**src/rtl/cg_dp_alu_pkg.sv**
```systemverilog
package cg_dp_alu_pkg;
   typedef enum logic [3:0] {
      OP_AND   = 4'h0, OP_XOR   = 4'h1, OP_SUB   = 4'h2, OP_RSUB  = 4'h3,
      OP_ADD   = 4'h4, OP_ADDC  = 4'h5, OP_SUBC  = 4'h6, OP_RSUBC = 4'h7,
      OP_TAND  = 4'h8, OP_TXOR  = 4'h9, OP_CSUB  = 4'hA, OP_CADD  = 4'hB,
      OP_OR    = 4'hC, OP_PASS  = 4'hD, OP_CLR   = 4'hE, OP_NOT   = 4'hF
   } alu_op_e;

   localparam int FLG_N = 3;
   localparam int FLG_Z = 2;
   localparam int FLG_C = 1;
   localparam int FLG_V = 0;

   function automatic logic op_is_arith(input logic [3:0] op);
      unique case (op)
         OP_SUB, OP_RSUB, OP_ADD, OP_ADDC, OP_SUBC, OP_RSUBC, OP_CSUB, OP_CADD: return 1'b1;
         default: return 1'b0;
      endcase
   endfunction

   function automatic logic op_writes(input logic [3:0] op);
      return op[3:2] != 2'b10;
   endfunction
endpackage

```
**src/rtl/cg_cond_eval.sv**
```systemverilog
module cg_cond_eval
   import cg_dp_alu_pkg::*;
(
   input  logic [3:0] cond_i,
   input  logic [3:0] flags_i,
   output logic       pass_o
);
   logic n, z, c, v;
   assign n = flags_i[FLG_N];
   assign z = flags_i[FLG_Z];
   assign c = flags_i[FLG_C];
   assign v = flags_i[FLG_V];

   always_comb begin
      unique case (cond_i)
         4'h0: pass_o = z;
         4'h1: pass_o = !z;
         4'h2: pass_o = c;
         4'h3: pass_o = !c;
         4'h4: pass_o = n;
         4'h5: pass_o = !n;
         4'h6: pass_o = v;
         4'h7: pass_o = !v;
         4'h8: pass_o = c && !z;
         4'h9: pass_o = !c || z;
         4'hA: pass_o = (n == v);
         4'hB: pass_o = (n != v);
         4'hC: pass_o = !z && (n == v);
         4'hD: pass_o = z || (n != v);
         4'hE: pass_o = 1'b1;
         default: pass_o = 1'b0;
      endcase
   end
endmodule

```
**src/rtl/cg_arith_unit.sv**
```systemverilog
module cg_arith_unit
   import cg_dp_alu_pkg::*;
#(
   parameter int DATA_W = 32
) (
   input  logic [3:0]        op_i,
   input  logic [DATA_W-1:0] a_i,
   input  logic [DATA_W-1:0] b_i,
   input  logic              c_i,
   output logic [DATA_W-1:0] sum_o,
   output logic              c_o,
   output logic              v_o
);
   localparam int MSB = DATA_W - 1;

   logic [DATA_W-1:0] x, y;
   logic              cin;
   logic [DATA_W:0]   full;

   // One adder serves every arithmetic code: operands are swapped/inverted ahead of it.
   always_comb begin
      x   = a_i;
      y   = b_i;
      cin = 1'b0;
      unique case (op_i)
         OP_SUB, OP_CSUB: begin y = ~b_i; cin = 1'b1; end
         OP_RSUB:         begin x = b_i; y = ~a_i; cin = 1'b1; end
         OP_ADDC:         begin cin = c_i; end
         OP_SUBC:         begin y = ~b_i; cin = c_i; end
         OP_RSUBC:        begin x = b_i; y = ~a_i; cin = c_i; end
         default:         begin cin = 1'b0; end
      endcase
   end

   assign full  = {1'b0, x} + {1'b0, y} + {{DATA_W{1'b0}}, cin};
   assign sum_o = full[MSB:0];
   assign c_o   = full[DATA_W];
   assign v_o   = (x[MSB] == y[MSB]) && (sum_o[MSB] != x[MSB]);
endmodule

```
**src/rtl/cg_logic_unit.sv**
```systemverilog
module cg_logic_unit
   import cg_dp_alu_pkg::*;
#(
   parameter int DATA_W = 32
) (
   input  logic [3:0]        op_i,
   input  logic [DATA_W-1:0] a_i,
   input  logic [DATA_W-1:0] b_i,
   output logic [DATA_W-1:0] res_o
);
   for (genvar gi = 0; gi < DATA_W; gi++) begin : g_bit
      always_comb begin
         unique case (op_i)
            OP_AND, OP_TAND: res_o[gi] = a_i[gi] & b_i[gi];
            OP_XOR, OP_TXOR: res_o[gi] = a_i[gi] ^ b_i[gi];
            OP_OR:           res_o[gi] = a_i[gi] | b_i[gi];
            OP_PASS:         res_o[gi] = b_i[gi];
            OP_CLR:          res_o[gi] = a_i[gi] & ~b_i[gi];
            OP_NOT:          res_o[gi] = ~b_i[gi];
            default:         res_o[gi] = 1'b0;
         endcase
      end
   end
endmodule

```
**src/rtl/cg_dp_alu.sv**
```systemverilog
module cg_dp_alu
   import cg_dp_alu_pkg::*;
#(
   parameter int DATA_W  = 32,
   parameter int RADDR_W = 4
) (
   input  logic               clk,
   input  logic               rst_n,
   input  logic [3:0]         op_i,
   input  logic [3:0]         cond_i,
   input  logic               set_flags_i,
   input  logic [RADDR_W-1:0] rd_i,
   input  logic [DATA_W-1:0]  a_i,
   input  logic [DATA_W-1:0]  b_i,
   input  logic               shift_c_i,
   input  logic [3:0]         flags_i,
   output logic [DATA_W-1:0]  result_o,
   output logic               wr_en_o,
   output logic [3:0]         flags_o,
   output logic               restore_o
);
   localparam int MSB = DATA_W - 1;
   localparam logic [RADDR_W-1:0] PC_IDX = {RADDR_W{1'b1}};

   if (DATA_W < 2) begin : g_bad_width
      $error("cg_dp_alu: DATA_W must be at least 2");
   end
   if (RADDR_W < 1) begin : g_bad_raddr
      $error("cg_dp_alu: RADDR_W must be at least 1");
   end

   logic              pass;
   logic [DATA_W-1:0] sum, lres, res;
   logic              ar_c, ar_v;
   logic              is_arith, writes, restore_req, wr_d;
   logic [3:0]        flags_d;

   cg_cond_eval u_cond (
      .cond_i (cond_i),
      .flags_i(flags_i),
      .pass_o (pass)
   );

   cg_arith_unit #(.DATA_W(DATA_W)) u_arith (
      .op_i (op_i),
      .a_i  (a_i),
      .b_i  (b_i),
      .c_i  (flags_i[FLG_C]),
      .sum_o(sum),
      .c_o  (ar_c),
      .v_o  (ar_v)
   );

   cg_logic_unit #(.DATA_W(DATA_W)) u_logic (
      .op_i (op_i),
      .a_i  (a_i),
      .b_i  (b_i),
      .res_o(lres)
   );

   assign is_arith    = op_is_arith(op_i);
   assign writes      = op_writes(op_i);
   assign res         = is_arith ? sum : lres;
   assign restore_req = pass && set_flags_i && writes && (rd_i == PC_IDX);
   assign wr_d        = pass && writes;

   always_comb begin
      flags_d = flags_i;
      if (pass && set_flags_i && !restore_req) begin
         flags_d[FLG_N] = res[MSB];
         flags_d[FLG_Z] = (res == '0);
         flags_d[FLG_C] = is_arith ? ar_c : shift_c_i;
         flags_d[FLG_V] = is_arith ? ar_v : flags_i[FLG_V];
      end
   end

   logic past_ok;

   always_ff @(posedge clk or negedge rst_n) begin
      if (!rst_n) begin
         result_o  <= '0;
         wr_en_o   <= 1'b0;
         flags_o   <= '0;
         restore_o <= 1'b0;
         past_ok   <= 1'b0;
      end else begin
         result_o  <= res;
         wr_en_o   <= wr_d;
         flags_o   <= flags_d;
         restore_o <= restore_req;
         past_ok   <= 1'b1;
      end
   end

   AST_TEST_NO_WRITE: assert property (@(posedge clk) disable iff (!rst_n)
      past_ok && $past(op_i[3:2] == 2'b10) |-> !wr_en_o);
   AST_FAIL_HOLDS: assert property (@(posedge clk) disable iff (!rst_n)
      past_ok && $past(!pass) |-> !wr_en_o && !restore_o && flags_o == $past(flags_i));
   AST_NOSET_HOLDS: assert property (@(posedge clk) disable iff (!rst_n)
      past_ok && $past(!set_flags_i) |-> flags_o == $past(flags_i) && !restore_o);
   AST_RESTORE_HOLDS: assert property (@(posedge clk) disable iff (!rst_n)
      past_ok && restore_o |-> flags_o == $past(flags_i) && wr_en_o);
   AST_LOGIC_CV: assert property (@(posedge clk) disable iff (!rst_n)
      past_ok && $past(pass && set_flags_i && !is_arith && !restore_req)
      |-> flags_o[FLG_V] == $past(flags_i[FLG_V]) && flags_o[FLG_C] == $past(shift_c_i));
   AST_NZ_FROM_RESULT: assert property (@(posedge clk) disable iff (!rst_n)
      past_ok && $past(pass && set_flags_i && !restore_req)
      |-> flags_o[FLG_Z] == (result_o == '0) && flags_o[FLG_N] == result_o[MSB]);
endmodule

```
**config.mk**
```make
export PLATFORM = sky130hd
export DESIGN_NAME = cg_dp_alu
export DESIGN_NICKNAME = d
export VERILOG_FILES = /design/src/rtl/cg_dp_alu_pkg.sv /design/src/rtl/cg_cond_eval.sv /design/src/rtl/cg_arith_unit.sv /design/src/rtl/cg_logic_unit.sv /design/src/rtl/cg_dp_alu.sv
export SDC_FILE = /design/constraint.sdc
export NUM_CORES = 1
export LEC_CHECK = 0
export ABC_AREA = 0
export BUFFER_PORTS_ARGS = -buffer_cell sky130_fd_sc_hd__clkbuf_2
export CORE_ASPECT_RATIO = 0.6
export CORE_UTILIZATION = 55
export CTS_BUF_LIST = sky130_fd_sc_hd__clkbuf_4
export DETAILED_ROUTE_END_ITERATION = 6
export PLACE_DENSITY = 0.76
export SYNTH_ARGS = -nofsm -noshare
export SYNTH_HDL_FRONTEND = slang
export SYNTH_SLANG_ARGS = --single-unit
```
**constraint.sdc**
```tcl
create_clock -name clk -period 0.8 [get_ports clk]
set_clock_uncertainty 0.15 [all_clocks]
set_input_delay 0.04 -clock clk [delete_from_list [all_inputs] [get_ports clk]]
set_output_delay 0.04 -clock clk [all_outputs]
set_load 0.02 [all_outputs]
```
==> results of run 1 <==
==> cell usage after synthesis, types with 8 or more instances <==
| master | count |
|---|---|
| nor2_1 | 62 |
| dfrtp_1 | 38 |
| a31oi_1 | 8 |
| o21ai_0 | 141 |
| ha_1 | 63 |
| xnor2_1 | 20 |
| a21oi_1 | 71 |
| buf_2 | 19 |
| a211oi_1 | 10 |
| o22ai_1 | 10 |
| nand4_1 | 9 |
| nor3_1 | 19 |
| a221oi_1 | 13 |
| nor2b_1 | 11 |
| nand2_1 | 121 |
| nand3_1 | 16 |
| xor2_1 | 24 |
| a21o_1 | 8 |
| o21a_1 | 11 |
| a311oi_1 | 8 |
| mux2i_1 | 9 |
| clkbuf_1 | 32 |
| inv_1 | 84 |
==> per-layer routing <==
layer  global-route usage [%]  GRT overflow
met2                      147          1085
met3                     87.6            52
met5                     72.9             8
met4                      130           348
met1                     95.5            36
==> kinds of logic after synthesis <==
group,share of synthesized area (%)
flops,14.5
fa+ha+maj,12.6
compound gates,36.0
xor+xnor,5.87
mux,1.54
simple gates,20.4
buf+inv,9.06
==> repair_timing <==
action                     in CTS
setup endpoints to repair      76
resized for setup              97
hold buffers                    2
pin swaps                      42
buffers inserted               14
hold endpoints to repair       40
gates cloned                    1
==> metrics by stage <==
stage	utilization (%)	cells	hold slack, ps	worst slack, ps	setup TNS [ps]
global placement	85.7	1503	-135	-3180	-92080
floorplan	-	948	-406	-3140	-87950
CTS	90.8	1526	-130	-2760	-82740
detailed placement	85.7	1503	-121	-3320	-95180
==> metrics.md, run 1 <==
| Metric | Value |
|---|---|
| Synth area leaders | `dfrtp_1 14%, ha_1 12%, o21ai_0 11%` |
| Area leader, netlist | `dfrtp_1` |
| Num CTS Buffers | `5` |
| Synth Flop Type | `dfrtp_1` |
| # rows | `30` |
| Status | `aborted with a tool error` |
| Post-Syn Nets | `1,097` |
| Synth Cell Area | `0.00656 sq mm` |
| Top Ports | `roughly 120` |
| Sink Count | `38` |
| Initial core utilization | `57.3%` |
| Type of pin the worst path ends at | `register data pin` |
| Sequential share of the synthesized area | `roughly 14%` |
| Dpl hpwl | `approximately 23 mm` |
| Die Wd | `around 140 um` |
| Gate Count Post-Synth | `948` |
| Yosys cell types | `about 90` |
| FF+latch count, synth | `38` |
| Async SR Flop Fraction | `100%` |
| PortBufs | `between 100 and 150` |
| Clock H-tree levels | `2` |
| Post-GRT worst EP | `flags_o[2]$_DFF_PN0_/D` |
| GRT Total Usage | `111%` |
| Clk buf depth | `2` |
| CTS root buffer | `clkbuf_4` |
| Fail Step | `5_1_grt` |
| Area share of the largest cell type after synthesis | `14.5%` |
| Placed instance area | `0.00981 sq mm` |
| Placer Congestion | `1.00` |
| Syn Area/Cell | `roughly 6.9 sq um` |
| Largest net degree at the start of global routing | `52` |
| Grt total ovfl | `1,529` |
| Post-synth EDFFs | `0` |
| Log Error | `[ERROR GRT-0232] Routing congestion too high. Check the congestion heatmap in the GUI.` |
| Synth warn | `0` |
| Die Span Y | `86.6 um` |
==> run 2, diff against run 1 <==
Settings changed: CORE_ASPECT_RATIO 0.6 to not set, CORE_UTILIZATION 55 to 40, CTS_BUF_LIST sky130_fd_sc_hd__clkbuf_4 to not set, PLACE_DENSITY 0.76 to not set, PLACE_DENSITY_LB_ADDON set to 0.15.
==> metrics.md, run 2 <==
| Metric | Value |
|---|---|
| Simple-gate area share of the yosys netlist | `20.4%` |
| Clock slew at reported path FFs | `~60 ps` |
| CTS root buffer | `clkbuf_16` |
| Worst slack, placed | `-3220 ps` |
| Max Slew Vio Count | `0` |
| GRT Total Usage | `31.7%` |
| Synth Flop Type | `dfrtp_1` |
| Commonest non-fill, non-tap cells in the layout | `316 x buf_4, 110 x nand2_1, 102 x o21ai_0` |
| Dpl cells | `around 1,500` |
| Tcrit/Tclk final | `454%` |
| Failing checks | `negative hold slack, negative setup slack` |
| Crit path top cell by count | `fa_2` |
| Placer Congestion | `just under 1` |
| Global-route wire length before repair | `41.7 mm` |
| Complex-gate fraction of the synthesized area | `36.0%` |
| DRC violations left | `0` |
| # rows | `46` |
| Yosys cell types | `~90` |
| Area of the multi-input gates | `0.00584 sq mm` |
| Finished layout cell area | `around 0.011 sq mm` |
| Final hold slack | `-89.8 ps` |
| Power per Cell Area | `1400 mW/mm^2` |
| Crit path max fanout | `4` |
| Post-DRT Antenna Nets | `0` |
| Setup ws final | `-2830 ps` |
| Syn Area/Cell | `between 6 and 7 sq um` |
| Num CTS Buffers | `5` |
| Leak | `between 5 and 6 nW` |
| Grt total ovfl | `0` |
| Area leader, netlist | `dfrtp_1` |
| HP Start | `rd_i[0]` |
| # fillers | `between 1,000 and 1,500` |
| Largest net degree at the start of global routing | `52` |
| Core ar. | `approximately 0.016 sq mm` |
| Hold buffers post-CTS | `2` |
| Diodes inserted | `0` |
| WHS Endpoint | `restore_o` |
| Dpl hpwl | `20.3 mm` |
| CP Depth | `19` |
| Post-Syn Nets | `1,097` |
| Placed instance area | `0.00965 sq mm` |
| Min Tclk post-route | `3630 ps` |
| Buf/Inv on CP | `4` |
| Synth Cell Area | `0.00656 sq mm` |
| FF/Latch Area | `951 sq um` |
| Top Registers | `result_o: 32 flops, flags_o: 4 flops` |
| Area share of the largest cell type after synthesis | `between 10% and 20%` |
| Hold path depth | `3` |
| Hold crit path type | `in -> reg` |
| Post-Layout Cell Count | `1,583` |
| Worst path max stage delay | `420 ps` |
| FF+latch count, synth | `38` |
| RSZ-0062 raised after global routing | `yes` |
| VDD IR max | `1.22 mV` |
| Post-synthesis mux area share | `1.54%` |
| Post-synth EDFFs | `0` |
| Total wire length | `approximately 28 mm` |
| Most common cell after layout, fill and taps aside | `buf_4` |
| Status | `finished, violations left` |
| Die Wd | `130 um` |
| Top-count cell post-synth | `o21ai_0` |
| Async SR Flop Fraction | `100%` |
| Final Util | `70.4%` |
| Largest family of logic cells by synthesized area | `compound AO/OA/AOI/OAI gates` |
| Full die area | `0.0169 sq mm` |
| DRT Pass-1 Iters | `5` |
| Vias per cell | `5.66` |
| Adder-Cell Fraction of Synth Area | `between 10% and 20%` |
| Gate Count Post-Synth | `948` |
| F_max | `0.276 GHz` |
| Startpoint type of the worst setup path | `input port` |
| Largest Register | `result_o` |
| Max reg flops | `32` |
| Final Setup Violations | `76` |
| Vias in the first global route | `8,236` |
| Initial DRC count | `891` |
| PortBufs | `121` |
| Clock H-tree levels | `2` |
| Top Ports | `approximately 120` |
| Wire per inst | `17.7 um` |
| Synth top cells by count | `141 x o21ai_0, 121 x nand2_1, 84 x inv_1, 71 x a21oi_1, 63 x ha_1` |
| Hold Violations, Final | `2` |
| Post-Synth XOR/XNOR Area | `5.87%` |
| Clk buf depth | `2` |
| Crit path max-delay family | `compound AO/OA/AOI/OAI gates` |
| Number of max-cap violations | `0` |
| Sink Count | `38` |
| Final nets | `approximately 1,500` |
| Synth-to-Final Area Change | `71.0%` |
| Initial antenna violation count | `0` |
| Worst slew pin tran | `465 ps` |
| Critical Path End Type | `register` |
| Synth warn | `0` |
| Synth area leaders | `dfrtp_1 14%, ha_1 12%, o21ai_0 11%` |
| Critical Path RT | `between 800 and 900 ps` |
| Initial core utilization | `41.2%` |
| CTS tree | `built` |
| Die Span Y | `130 um` |
| Share of cells above drive strength 1 | `45.5%` |
| Sequential share of the synthesized area | `14.5%` |
| Via Count | `8,952` |
| Worst setup path class | `in -> reg` |
| Slowest stage cell on the critical path | `or3_4` |
| CP arrival | `3650 ps` |
| Crit path cell chain | `buf_8, inv_4, or3_4, buf_6, o22ai_4, a31oi_4, fa_2, inv_2, fa_2, a21o_4, a22oi_2, o31a_1, a2111oi_4, nor3_2, o31ai_2, nor2_1, nor4b_4, and4_1, a31o_1` |
| Slew headroom | `~69%` |
==> run 2: cell counts after synthesis <==
Identical to the previous run, type by type.
==> run 2: timing repair <==
action,4_1_cts,5_1_grt
gates resized for setup,143,185
endpoints found under the hold margin,40,1
cloned,0,0
pin swaps,74,74
endpoints found under the setup margin,76,76
setup buffers,29,21
==> run 2: cells by family (layout without fill, tap and decap cells) <==
logic type                 Yosys count  in the layout
AOI/OAI and AO/OA                  363            363
xor gates and xnor gates            44             44
adders and majority gates           65             65
buffers and inverters              144            563
DFF                                 38             38
muxes                               10             10
and+or+nand+nor                    284            284
==> run 2: layer usage <==
metal | routed length, um | vias up | global-route usage, %
li1 | - | 4280 | -
met1 | 11900 | 4178 | 41.8
met2 | 12900 | 408 | 52.7
met3 | 2220 | 86 | 3.98
met4 | 1000 | 0 | 12.0
met5 | 0 | - | 0
==> run 2: worst max path at each step <==
| stage | from | endpoint | slack, ps |
|---|---|---|---|
| after CTS | op_i[3] | flags_o[2] | -2720 |
| after global placement | op_i[1] | flags_o[2] | -3220 |
| after detailed placement | op_i[1] | flags_o[2] | -3220 |
| after floorplan | op_i[1] | flags_o[2] | -3140 |
| final | op_i[1] | flags_o[2] | -2830 |
| after global routing | op_i[1] | flags_o[2] | -3010 |
==> run 2: final cells by class <==
| class | instances | area share (%) |
|---|---|---|
| repair buffers | 471 | 33.0 |
| well taps | 216 | 2.41 |
| clock inverters | 1 | 0.0446 |
| multi-input cells | 766 | 52.0 |
| inverters | 84 | 2.83 |
| clock buffers | 7 | 1.27 |
| flip-flops and latches | 38 | 8.47 |
==> run 2: stage by stage <==
stage,setup TNS (ps),hold slack (ps),power [mW]
after detailed placement,-94330,-251,11.1
after CTS,-82240,-98.9,14.1
after global routing,-90180,-58.1,16.6
after floorplan,-87950,-406,7.02
after global placement,-93160,-251,11.1
final,-85220,-89.8,15.7
==> run 2: power breakdown <==
part / leakage [nW] / switching [mW] / internal, mW
Sequential: 0.459 / 0.186 / 2.31
Clock: 0.0739 / 0.730 / 1.23
Combinational: 4.94 / 5.61 / 5.62
(Power assumes the default switching activity.)
==> run 3, diff against run 2 <==
Settings changed: PLACE_DENSITY_LB_ADDON 0.15 to not set.
==> metrics.md, run 3 (synthesis gave the netlist of run 2 again) <==
| Metric | Value |
|---|---|
| Num CTS Buffers | `5` |
| Most common cell after layout, fill and taps aside | `buf_4` |
| Full die area | `about 0.017 sq mm` |
| Grt total ovfl | `0` |
| Setup ws final | `-2880 ps` |
| Top Registers | `result_o: 32 flops, flags_o: 4 flops` |
| Die Wd | `130 um` |
| Largest net degree at the start of global routing | `52` |
| F_max | `0.272 GHz` |
| Final nets | `approximately 1,500` |
| Wire per inst | `around 18 um` |
| Final Util | `roughly 70%` |
| Top Ports | `122` |
| Vias in the first global route | `8,044` |
| CTS root buffer | `clkbuf_16` |
| Failing checks | `negative hold slack, negative setup slack` |
| Hold crit path type | `in -> async` |
| Core ar. | `about 0.016 sq mm` |
| Dpl hpwl | `just over 20 mm` |
| Startpoint type of the worst setup path | `input port` |
| Number of max-cap violations | `0` |
| Critical Path End Type | `register` |
| Min Tclk post-route | `3680 ps` |
| Final hold slack | `-7.89 ps` |
| FF/Latch Area | `around 950 sq um` |
| Leak | `5.58 nW` |
| Global-route wire length before repair | `41.3 mm` |
| Largest Register | `result_o` |
| DRT Pass-1 Iters | `5` |
| GRT Total Usage | `between 30 and 40%` |
| Area of the multi-input gates | `0.00587 sq mm` |
| Worst slew pin tran | `580 ps` |
| Status | `finished, violations left` |
| Sink Count | `38` |
| Share of cells above drive strength 1 | `47.0%` |
| Via Count | `9,074` |
| VDD IR max | `1.33 mV` |
| PortBufs | `121` |
| DRC violations left | `0` |
| Initial DRC count | `875` |
| Synth-to-Final Area Change | `75.2%` |
| Clk buf depth | `2` |
| Slowest stage cell on the critical path | `or3_4` |
| Finished layout cell area | `0.0115 sq mm` |
| # rows | `46` |
| Total wire length | `around 29 mm` |
| Crit path cell chain | `buf_6, or3_4, nand2_4, buf_12, nand2_2, o21ai_1, o21ai_1, ha_1, buf_6, a21o_4, or3_1, a311o_1, nor3_2, nand4_1, nor4_2, and4_1, and4_1, a31o_1` |
| Die Span Y | `130 um` |
| Diodes inserted | `0` |
| Final Setup Violations | `76` |
| Worst path max stage delay | `420 ps` |
| # fillers | `1,209` |
| Initial antenna violation count | `0` |
| Power per Cell Area | `1370 mW/mm^2` |
| Critical Path RT | `880 ps` |
| Hold Violations, Final | `6` |
| Initial core utilization | `approximately 40%` |
| Crit path max fanout | `5` |
| Post-DRT Antenna Nets | `0` |
| Vias per cell | `5.71` |
| Clock H-tree levels | `2` |
| Placer Congestion | `0.985` |
| Worst setup path class | `in -> reg` |
| Slew headroom | `61.0%` |
| CP arrival | `3760 ps` |
| Max Slew Vio Count | `0` |
| RSZ-0062 raised after global routing | `yes` |
| Commonest non-fill, non-tap cells in the layout | `303 x buf_4, 106 x nand2_1, 89 x o21ai_0` |
| Placed instance area | `0.00976 sq mm` |
| Clock slew at reported path FFs | `60 ps` |
| Tcrit/Tclk final | `460%` |
| CTS tree | `built` |
| Max reg flops | `32` |
-- run 3: what timing repair did --
action	in CTS	in global routing
pin swaps	47	81
endpoints found under the setup margin	76	76
gates resized for setup	122	242
hold endpoints to repair	39	0
hold buffers	2	0
gates cloned	2	4
buffers inserted	16	29
-- run 3: layout make-up --
class / count / area share, %
tap: 216 / 2.35
multi-input combinational: 766 / 51.0
inverter: 84 / 2.76
clock inverter: 2 / 0.0871
sequential: 38 / 8.27
timing repair buffer: 478 / 34.4
clock buffer: 5 / 1.09
-- run 3: layer usage --
metal | GRT usage [%] | part of all wire [%]
met5 | 0 | 0
met2 | 51.3 | 46
met1 | 42.0 | 42
met3 | 3.77 | 9.0
met4 | 11.1 | 3.4
-- run 3: report_power, final --
part,total (mW),internal [mW],switching [mW]
clock,1.86,1.12,0.735
sequential,2.50,2.31,0.188
combinational,11.4,5.77,5.66
total,15.8,9.20,6.59
-- run 3: how the worst max path moves through the flow --
stage	slack, ps	from	cells after the start	endpoint
6_report	-2880	op_i[3]	18	flags_o[2]
5_1_grt	-3010	op_i[3]	18	flags_o[2]
4_1_cts	-2770	op_i[0]	19	flags_o[2]
3_5_place_dp	-3300	op_i[3]	17	flags_o[2]
3_3_place_gp	-3190	op_i[3]	18	flags_o[2]
2_1_floorplan	-3140	op_i[1]	21	flags_o[2]
-- run 3: critical path, delay by kind of cell --
family	cells	cell delay, ps
AOI/OAI and AO/OA	5	920
adders and majority gates	1	380
buffers and inverters	3	380
and+or+nand+nor	9	2030
-- run 3: stage by stage --
| stage | hold WS, ps | setup WS, ps | setup TNS [ps] | cells | power (mW) |
|---|---|---|---|---|---|
| floorplan | -406 | -3140 | -87950 | 948 | 7.02 |
| detailed placement | -259 | -3300 | -94700 | 1544 | 11.2 |
| global placement | -258 | -3190 | -93060 | 1544 | 11.1 |
| CTS | -22.9 | -2770 | -83040 | 1563 | 14.0 |
| global route | 23.3 | -3010 | -90160 | 1589 | 16.6 |
| finish | -7.89 | -2880 | -86180 | 1589 | 15.8 |
